$ cat src/rtl/ee_i2c_pkg.sv
package ee_i2c_pkg;
  localparam int CODE_W = 4;
  localparam int SEL_W  = 3;
  localparam logic [CODE_W-1:0] DEV_CODE = 4'b1010;

  typedef enum logic [2:0] {
    ST_IDLE,
    ST_CTRL,
    ST_ADRH,
    ST_ADRL,
    ST_WDATA,
    ST_RDATA
  } ee_state_t;
endpackage

$ cat src/rtl/ee_line_events.sv
module ee_line_events (
  input  logic clk,
  input  logic rst_n,
  input  logic scl_i,
  input  logic sda_i,
  output logic scl_rise_o,
  output logic scl_fall_o,
  output logic start_o,
  output logic stop_o
);
  logic scl_q, sda_q;

  always_ff @(posedge clk or negedge rst_n) begin
    if (!rst_n) begin
      scl_q <= 1'b1;
      sda_q <= 1'b1;
    end else begin
      scl_q <= scl_i;
      sda_q <= sda_i;
    end
  end

  assign scl_rise_o = scl_i & ~scl_q;
  assign scl_fall_o = ~scl_i & scl_q;
  // SDA moving while SCL stays high is a bus condition, never data
  assign start_o    = scl_i & scl_q & sda_q & ~sda_i;
  assign stop_o     = scl_i & scl_q & ~sda_q & sda_i;
endmodule

$ cat src/rtl/ee_sda_driver.sv
module ee_sda_driver #(
  parameter int HOLD_CYC = 4
) (
  input  logic clk,
  input  logic rst_n,
  input  logic scl_i,
  input  logic load_i,
  input  logic val_i,
  output logic sda_oe_o
);
  localparam int CNT_W = $clog2(HOLD_CYC + 1);

  logic [CNT_W-1:0] cnt_q;
  logic             pend_q, upd_q;

  always_ff @(posedge clk or negedge rst_n) begin
    if (!rst_n) begin
      cnt_q    <= '0;
      pend_q   <= 1'b0;
      upd_q    <= 1'b0;
      sda_oe_o <= 1'b0;
    end else if (load_i) begin
      pend_q <= val_i;
      upd_q  <= 1'b1;
      cnt_q  <= CNT_W'(HOLD_CYC);
    end else if (cnt_q != '0) begin
      cnt_q <= cnt_q - CNT_W'(1);
    end else if (upd_q && !scl_i) begin
      sda_oe_o <= pend_q;
      upd_q    <= 1'b0;
    end
  end

  // the line driver never moves while SCL is high
  assert_sda_low_phase_R10: assert property (@(posedge clk) disable iff (!rst_n)
    !$stable(sda_oe_o) |-> !$past(scl_i));
endmodule

$ cat src/rtl/ee_i2c_slave.sv
module ee_i2c_slave
  import ee_i2c_pkg::*;
#(
  parameter int ADDR_W   = 12,
  parameter int HOLD_CYC = 4
) (
  input  logic              clk,
  input  logic              rst_n,
  input  logic              scl_i,
  input  logic              sda_i,
  input  logic [SEL_W-1:0]  strap_i,
  input  logic              busy_i,
  output logic              sda_oe_o,
  output logic              mem_rd_en_o,
  output logic [ADDR_W-1:0] mem_addr_o,
  input  logic [7:0]        mem_rdata_i,
  output logic              wr_valid_o,
  input  logic              wr_ready_i,
  output logic [ADDR_W-1:0] wr_addr_o,
  output logic [7:0]        wr_data_o,
  output logic              wr_commit_o
);
  localparam int HI_W = ADDR_W - 8;
  localparam logic [ADDR_W-1:0] PTR_ONE = ADDR_W'(1);
  localparam logic [3:0] ACK_SLOT = 4'd8;
  localparam logic [3:0] ACK_DONE = 4'd9;

  ee_state_t         state_q;
  logic [3:0]        bitcnt_q;
  logic [7:0]        shreg_q, tx_q, rbuf_q;
  logic [HI_W-1:0]   adr_hi_q;
  logic [ADDR_W-1:0] ptr_q;
  logic              rw_q, miss_q, mack_q, wrote_q, rd_q;
  logic              drv_load, drv_val;
  logic              ev_rise, ev_fall, ev_start, ev_stop;
  logic              ctrl_hit;

  ee_line_events u_events (
    .clk        (clk),
    .rst_n      (rst_n),
    .scl_i      (scl_i),
    .sda_i      (sda_i),
    .scl_rise_o (ev_rise),
    .scl_fall_o (ev_fall),
    .start_o    (ev_start),
    .stop_o     (ev_stop)
  );

  ee_sda_driver #(.HOLD_CYC(HOLD_CYC)) u_drv (
    .clk      (clk),
    .rst_n    (rst_n),
    .scl_i    (scl_i),
    .load_i   (drv_load),
    .val_i    (drv_val),
    .sda_oe_o (sda_oe_o)
  );

  assign ctrl_hit = (shreg_q[7:4] == DEV_CODE) && (shreg_q[3:1] == strap_i);

  always_ff @(posedge clk or negedge rst_n) begin
    if (!rst_n) begin
      state_q     <= ST_IDLE;
      bitcnt_q    <= '0;
      shreg_q     <= '0;
      tx_q        <= '0;
      rbuf_q      <= '0;
      adr_hi_q    <= '0;
      ptr_q       <= '0;
      rw_q        <= 1'b0;
      miss_q      <= 1'b0;
      mack_q      <= 1'b0;
      wrote_q     <= 1'b0;
      rd_q        <= 1'b0;
      drv_load    <= 1'b0;
      drv_val     <= 1'b0;
      mem_rd_en_o <= 1'b0;
      mem_addr_o  <= '0;
      wr_valid_o  <= 1'b0;
      wr_addr_o   <= '0;
      wr_data_o   <= '0;
      wr_commit_o <= 1'b0;
    end else begin
      mem_rd_en_o <= 1'b0;
      wr_commit_o <= 1'b0;
      drv_load    <= 1'b0;
      rd_q        <= mem_rd_en_o;
      if (rd_q) rbuf_q <= mem_rdata_i;
      if (wr_valid_o && wr_ready_i) wr_valid_o <= 1'b0;

      if (ev_start) begin
        state_q  <= ST_CTRL;
        bitcnt_q <= '0;
        miss_q   <= 1'b0;
        drv_load <= 1'b1;
        drv_val  <= 1'b0;
      end else if (ev_stop) begin
        state_q     <= ST_IDLE;
        bitcnt_q    <= '0;
        drv_load    <= 1'b1;
        drv_val     <= 1'b0;
        wr_commit_o <= wrote_q;
        wrote_q     <= 1'b0;
      end else if (state_q != ST_IDLE) begin
        if (ev_rise) begin
          if (bitcnt_q < ACK_SLOT) shreg_q <= {shreg_q[6:0], sda_i};
          else                     mack_q  <= ~sda_i;
          if (bitcnt_q != ACK_DONE) bitcnt_q <= bitcnt_q + 4'd1;
        end else if (ev_fall) begin
          if (bitcnt_q == ACK_SLOT) begin
            // entering the ninth clock: decide whether to acknowledge
            drv_load <= 1'b1;
            drv_val  <= 1'b0;
            case (state_q)
              ST_CTRL: begin
                if (ctrl_hit && !busy_i) begin
                  drv_val <= 1'b1;
                  rw_q    <= shreg_q[0];
                  if (shreg_q[0]) begin
                    mem_rd_en_o <= 1'b1;
                    mem_addr_o  <= ptr_q;
                  end
                end else miss_q <= 1'b1;
              end
              ST_ADRH: begin
                if (!busy_i) begin
                  drv_val  <= 1'b1;
                  adr_hi_q <= shreg_q[HI_W-1:0];
                end else miss_q <= 1'b1;
              end
              ST_ADRL: begin
                if (!busy_i) begin
                  drv_val <= 1'b1;
                  ptr_q   <= {adr_hi_q, shreg_q};
                end else miss_q <= 1'b1;
              end
              ST_WDATA: begin
                if (!busy_i && !wr_valid_o) begin
                  drv_val    <= 1'b1;
                  wr_valid_o <= 1'b1;
                  wr_addr_o  <= ptr_q;
                  wr_data_o  <= shreg_q;
                  ptr_q      <= ptr_q + PTR_ONE;
                  wrote_q    <= 1'b1;
                end
              end
              ST_RDATA: begin
                mem_rd_en_o <= 1'b1;
                mem_addr_o  <= ptr_q;
              end
              default: ;
            endcase
          end else if (bitcnt_q == ACK_DONE) begin
            bitcnt_q <= '0;
            miss_q   <= 1'b0;
            drv_load <= 1'b1;
            drv_val  <= 1'b0;
            case (state_q)
              ST_CTRL: begin
                if (miss_q) state_q <= ST_IDLE;
                else if (rw_q) begin
                  state_q <= ST_RDATA;
                  tx_q    <= rbuf_q;
                  drv_val <= ~rbuf_q[7];
                  ptr_q   <= ptr_q + PTR_ONE;
                end else state_q <= ST_ADRH;
              end
              ST_ADRH:  state_q <= miss_q ? ST_IDLE : ST_ADRL;
              ST_ADRL:  state_q <= miss_q ? ST_IDLE : ST_WDATA;
              ST_RDATA: begin
                if (mack_q) begin
                  tx_q    <= rbuf_q;
                  drv_val <= ~rbuf_q[7];
                  ptr_q   <= ptr_q + PTR_ONE;
                end else state_q <= ST_IDLE;
              end
              default: ;
            endcase
          end else if (state_q == ST_RDATA && bitcnt_q != '0) begin
            drv_load <= 1'b1;
            drv_val  <= ~tx_q[6];
            tx_q     <= {tx_q[6:0], 1'b0};
          end
        end
      end
    end
  end

  // an offered byte is held until the cache takes it
  assert_wr_hold_R5: assert property (@(posedge clk) disable iff (!rst_n)
    (wr_valid_o && !wr_ready_i) |=> (wr_valid_o && $stable(wr_data_o) && $stable(wr_addr_o)));

  // no byte is accepted while a programming cycle runs
  assert_wr_busy_R2: assert property (@(posedge clk) disable iff (!rst_n)
    $rose(wr_valid_o) |-> !$past(busy_i));

  // a START always restarts control-byte decoding
  assert_abort_R11: assert property (@(posedge clk) disable iff (!rst_n)
    ev_start |=> (state_q == ST_CTRL && bitcnt_q == 4'd0));

  // the commit pulse comes only from a STOP
  assert_commit_stop_R12: assert property (@(posedge clk) disable iff (!rst_n)
    wr_commit_o |-> $past(ev_stop));

  // array reads are requested only while serving a read
  assert_rd_state_R8: assert property (@(posedge clk) disable iff (!rst_n)
    mem_rd_en_o |-> (state_q == ST_CTRL || state_q == ST_RDATA));
endmodule

$ cat config.mk
export PLATFORM = sky130hd
export DESIGN_NAME = ee_i2c_slave
export DESIGN_NICKNAME = d
export VERILOG_FILES = /design/src/rtl/ee_i2c_pkg.sv /design/src/rtl/ee_line_events.sv /design/src/rtl/ee_sda_driver.sv /design/src/rtl/ee_i2c_slave.sv
export SDC_FILE = /design/constraint.sdc
export NUM_CORES = 1
export LEC_CHECK = 0
export ABC_CLOCK_PERIOD_IN_PS = 3200
export BUFFER_PORTS_ARGS = -buffer_cell sky130_fd_sc_hd__buf_2
export CORE_MARGIN = 10
export CORE_UTILIZATION = 30
export DETAILED_ROUTE_END_ITERATION = 10
export GPL_ROUTABILITY_DRIVEN = 1
export PLACE_DENSITY_LB_ADDON = 0.25
export SYNTH_ARGS = -nofsm -noshare
export SYNTH_HDL_FRONTEND = slang
export SYNTH_HIERARCHICAL = 1
export SYNTH_SLANG_ARGS = --single-unit
$ cat constraint.sdc
create_clock -name clk -period 3.2 [get_ports clk]
set_input_delay 0.48 -clock clk [delete_from_list [all_inputs] [get_ports clk]]
set_output_delay 0.48 -clock clk [all_outputs]
set_load 0.02 [all_outputs]
==> out/results.txt <==
Die X = 143 um
Post-CTS Setup Bufs = 0
FP Rows = 45
Iter 0 DRT Violations = 296
sw power = 0.776 mW
Worst Slack Setup Final = 0.352 ns
Filler cells = 1540
GRT overflow = 0
clock sinks = 96
final hold slack = 0.207 ns
Worst Path Arrival = 3.12 ns
max-slew violation count = 0
vias in the first global route = 3426
first-pass GRT wire length = 18300 um
Slew Limit Headroom = 0.497
top cell type's share of synthesized area = 0.515
Area contributors post-synth = dfrtp_1 (51%), mux2_2 (13%), nand2_1 (2.7%), a21oi_1 (1.9%), o21ai_0 (1.8%)
post-synthesis instance area = 0.00457 sq mm
gr usage total = 0.114
Yosys top cell by area = dfrtp_1
IO buf count = 52
synth unique cells = 69
Cells after DPL = 632
final wirelength = 11000 um
CP Launch Type = flop
most common cell after layout, fill and taps aside = dfrtp_1
period utilization = 0.890
Finished Layout Cells = 648
Setup CP Type = flop to flop
CTS tree = built
drt via density = 5.07
Multi-input gate area = 0.00201 sq mm
required time worst endpoint = 3.47 ns
sequential power share = 0.500
Post-synth EDFFs = 0
FFs w/ async S/R, synth = 1.00
crit path capture type = flop
layout cell share with drive strength beyond 1 = 0.328
first drt pass iteration count = 4
DRC violations left = 0
Synth Flop Type = dfrtp_1
syn avg cell area = 11.5 sq um
flops & latches, synth = 96
largest net degree at the start of global routing = 57
latest clock arrival within the worst-skew pair = 0.36 ns
Reg clk slew, reported paths = 0.06 ns
register area = 0.00240 sq mm
sequential-to-total area share from yosys stat = 0.526
hold buffers post-CTS = 0
Pleak = 2.55 nW
Comb power frac = 0.119
Power Total = 2.84 mW
max_cap viols = 0
RSZ-0062 raised after global routing = false
Core ar. = 0.0151 sq mm
clk buf depth = 2
die area = 0.0206 sq mm
Int Pwr = 2.07 mW
Worst Setup SP = u_events/sda_q
Fin Clk Skew = 0.0120 ns
Hold Path Class = input pin to async pin
post-layout util = 0.356
Fin. Hold Viols = 0
placed instance area = 0.00508 sq mm
Final Instance Area = 0.00538 sq mm
most frequent cells in the layout = dfrtp_1 (94), mux2_2 (54), buf_2 (51)
worst-path fanout max = 12
H-tree depth = 3
number of synthesis warnings = 6
final setup vio count = 0
Post-Syn Nets = 422
pre-CTS setup slack = 0.265 ns
ant diodes = 0
Peak Freq = 351 MHz
DPL Wire Length = 7810 um
Power per Cell Area = 529 mW/mm^2
fin nets = 478
Die Y = 143 um
P&R area growth vs syn = 17.7%
Via Count = 3283
CTS resizes = 0
switch share = 0.273
initial antenna violation count = 0
Setup TNS = 0 ns
r2r startpoint = u_events/sda_q
post-route ant nets = 0
outcome = complete, no violations
clock group share of total power = 0.381
Root Buffer Master = clkbuf_16
worst-margin pin slew = 0.755 ns
Routed WL per cell = 16.9 um
I/O pin count = 53
crit path time final = 2.85 ns
Starting Density = 0.303
GP Congestion = 0.907
Cells after Synth = 399
VDD IR-drop max = 0.321 mV
total CTS buffers = 9
## power by group through the flow
stage	registers, mW	logic [mW]	clock network, mW
after global placement	1.44	0.333	0
after global routing	1.44	0.379	1.18
after detailed placement	1.45	0.338	0
after floorplan	1.39	0.258	0
final	1.42	0.339	1.08
after CTS	1.43	0.342	1.14
## logic make-up after synthesis
logic type | count (synthesis) | share of synthesized area
muxes | 62 | 0.151
xor gates and xnor gates | 4 | 0.00767
and+or+nand+nor | 110 | 0.132
adders and majority gates | 6 | 0.0164
buffers and inverters | 37 | 0.0353
AOI/OAI and AO/OA | 84 | 0.131
DFF | 96 | 0.526
## layer usage
layer	part of all wire	track usage	vias to the layer above
met1	0.46	0.136	1643
met5	0	0	-
met2	0.49	0.185	56
li1	-	-	1570
met4	0.016	0.0382	0
met3	0.039	0.0406	14
## layout make-up
type | instances | area share
Clock inverter | 6 | 0.0128
Tap cell | 188 | 0.0437
Timing Repair Buffer | 64 | 0.0679
Sequential cell | 96 | 0.447
Multi-Input combinational cell | 266 | 0.373
Clock buffer | 10 | 0.0426
Inverter | 18 | 0.0126
## cells in the mapped netlist (3+ instances only)
library cell,number
a21oi_1,17
nand2_1,33
o31ai_1,3
or2_2,3
or3_1,3
ha_1,6
and4b_1,3
nand3_1,11
buf_2,3
xor2_1,3
a31oi_1,6
mux2_2,54
nor3_1,5
mux2i_1,7
nand2b_1,3
clkbuf_1,11
dfrtp_1,94
nand3b_1,3
nor2_1,20
nand4_1,4
o21ai_0,16
o22ai_1,6
inv_1,18
a21boi_1,3
nor2b_1,6
## flip-flops by register name (all words and copies together) (netlist names), 4 cells and up
signal	flops
wr_data_o	8
shreg_q	8
mem_addr_o	12
adr_hi_q	4
rbuf_q	8
wr_addr_o	12
bitcnt_q	4
ptr_q	12
tx_q	7
## path summary, 6_finish.rpt
path | endpoint | cells past startpoint | slack [ns]
min | rbuf_q[5] | 1 | 0.21
max reg2reg | ptr_q[4] | 7 | 0.35
min in group clk | u_events/sda_q | 1 | 0.27
max in group asynchronous | u_events/sda_q | 2 | 2.26
max | ptr_q[4] | 7 | 0.35
min reg2reg | rd_q | 0 | 0.37
## critical path: stages, from the launching register on
cell and delay (ns):
dfstp_2 0.53, and4b_1 0.19, or4b_1 0.59, or4b_4 0.52, a221oi_4 0.48, buf_4 0.24, a21oi_1 0.06, a21oi_1 0.14
Note: power is estimated with default switching activity, not from simulation.
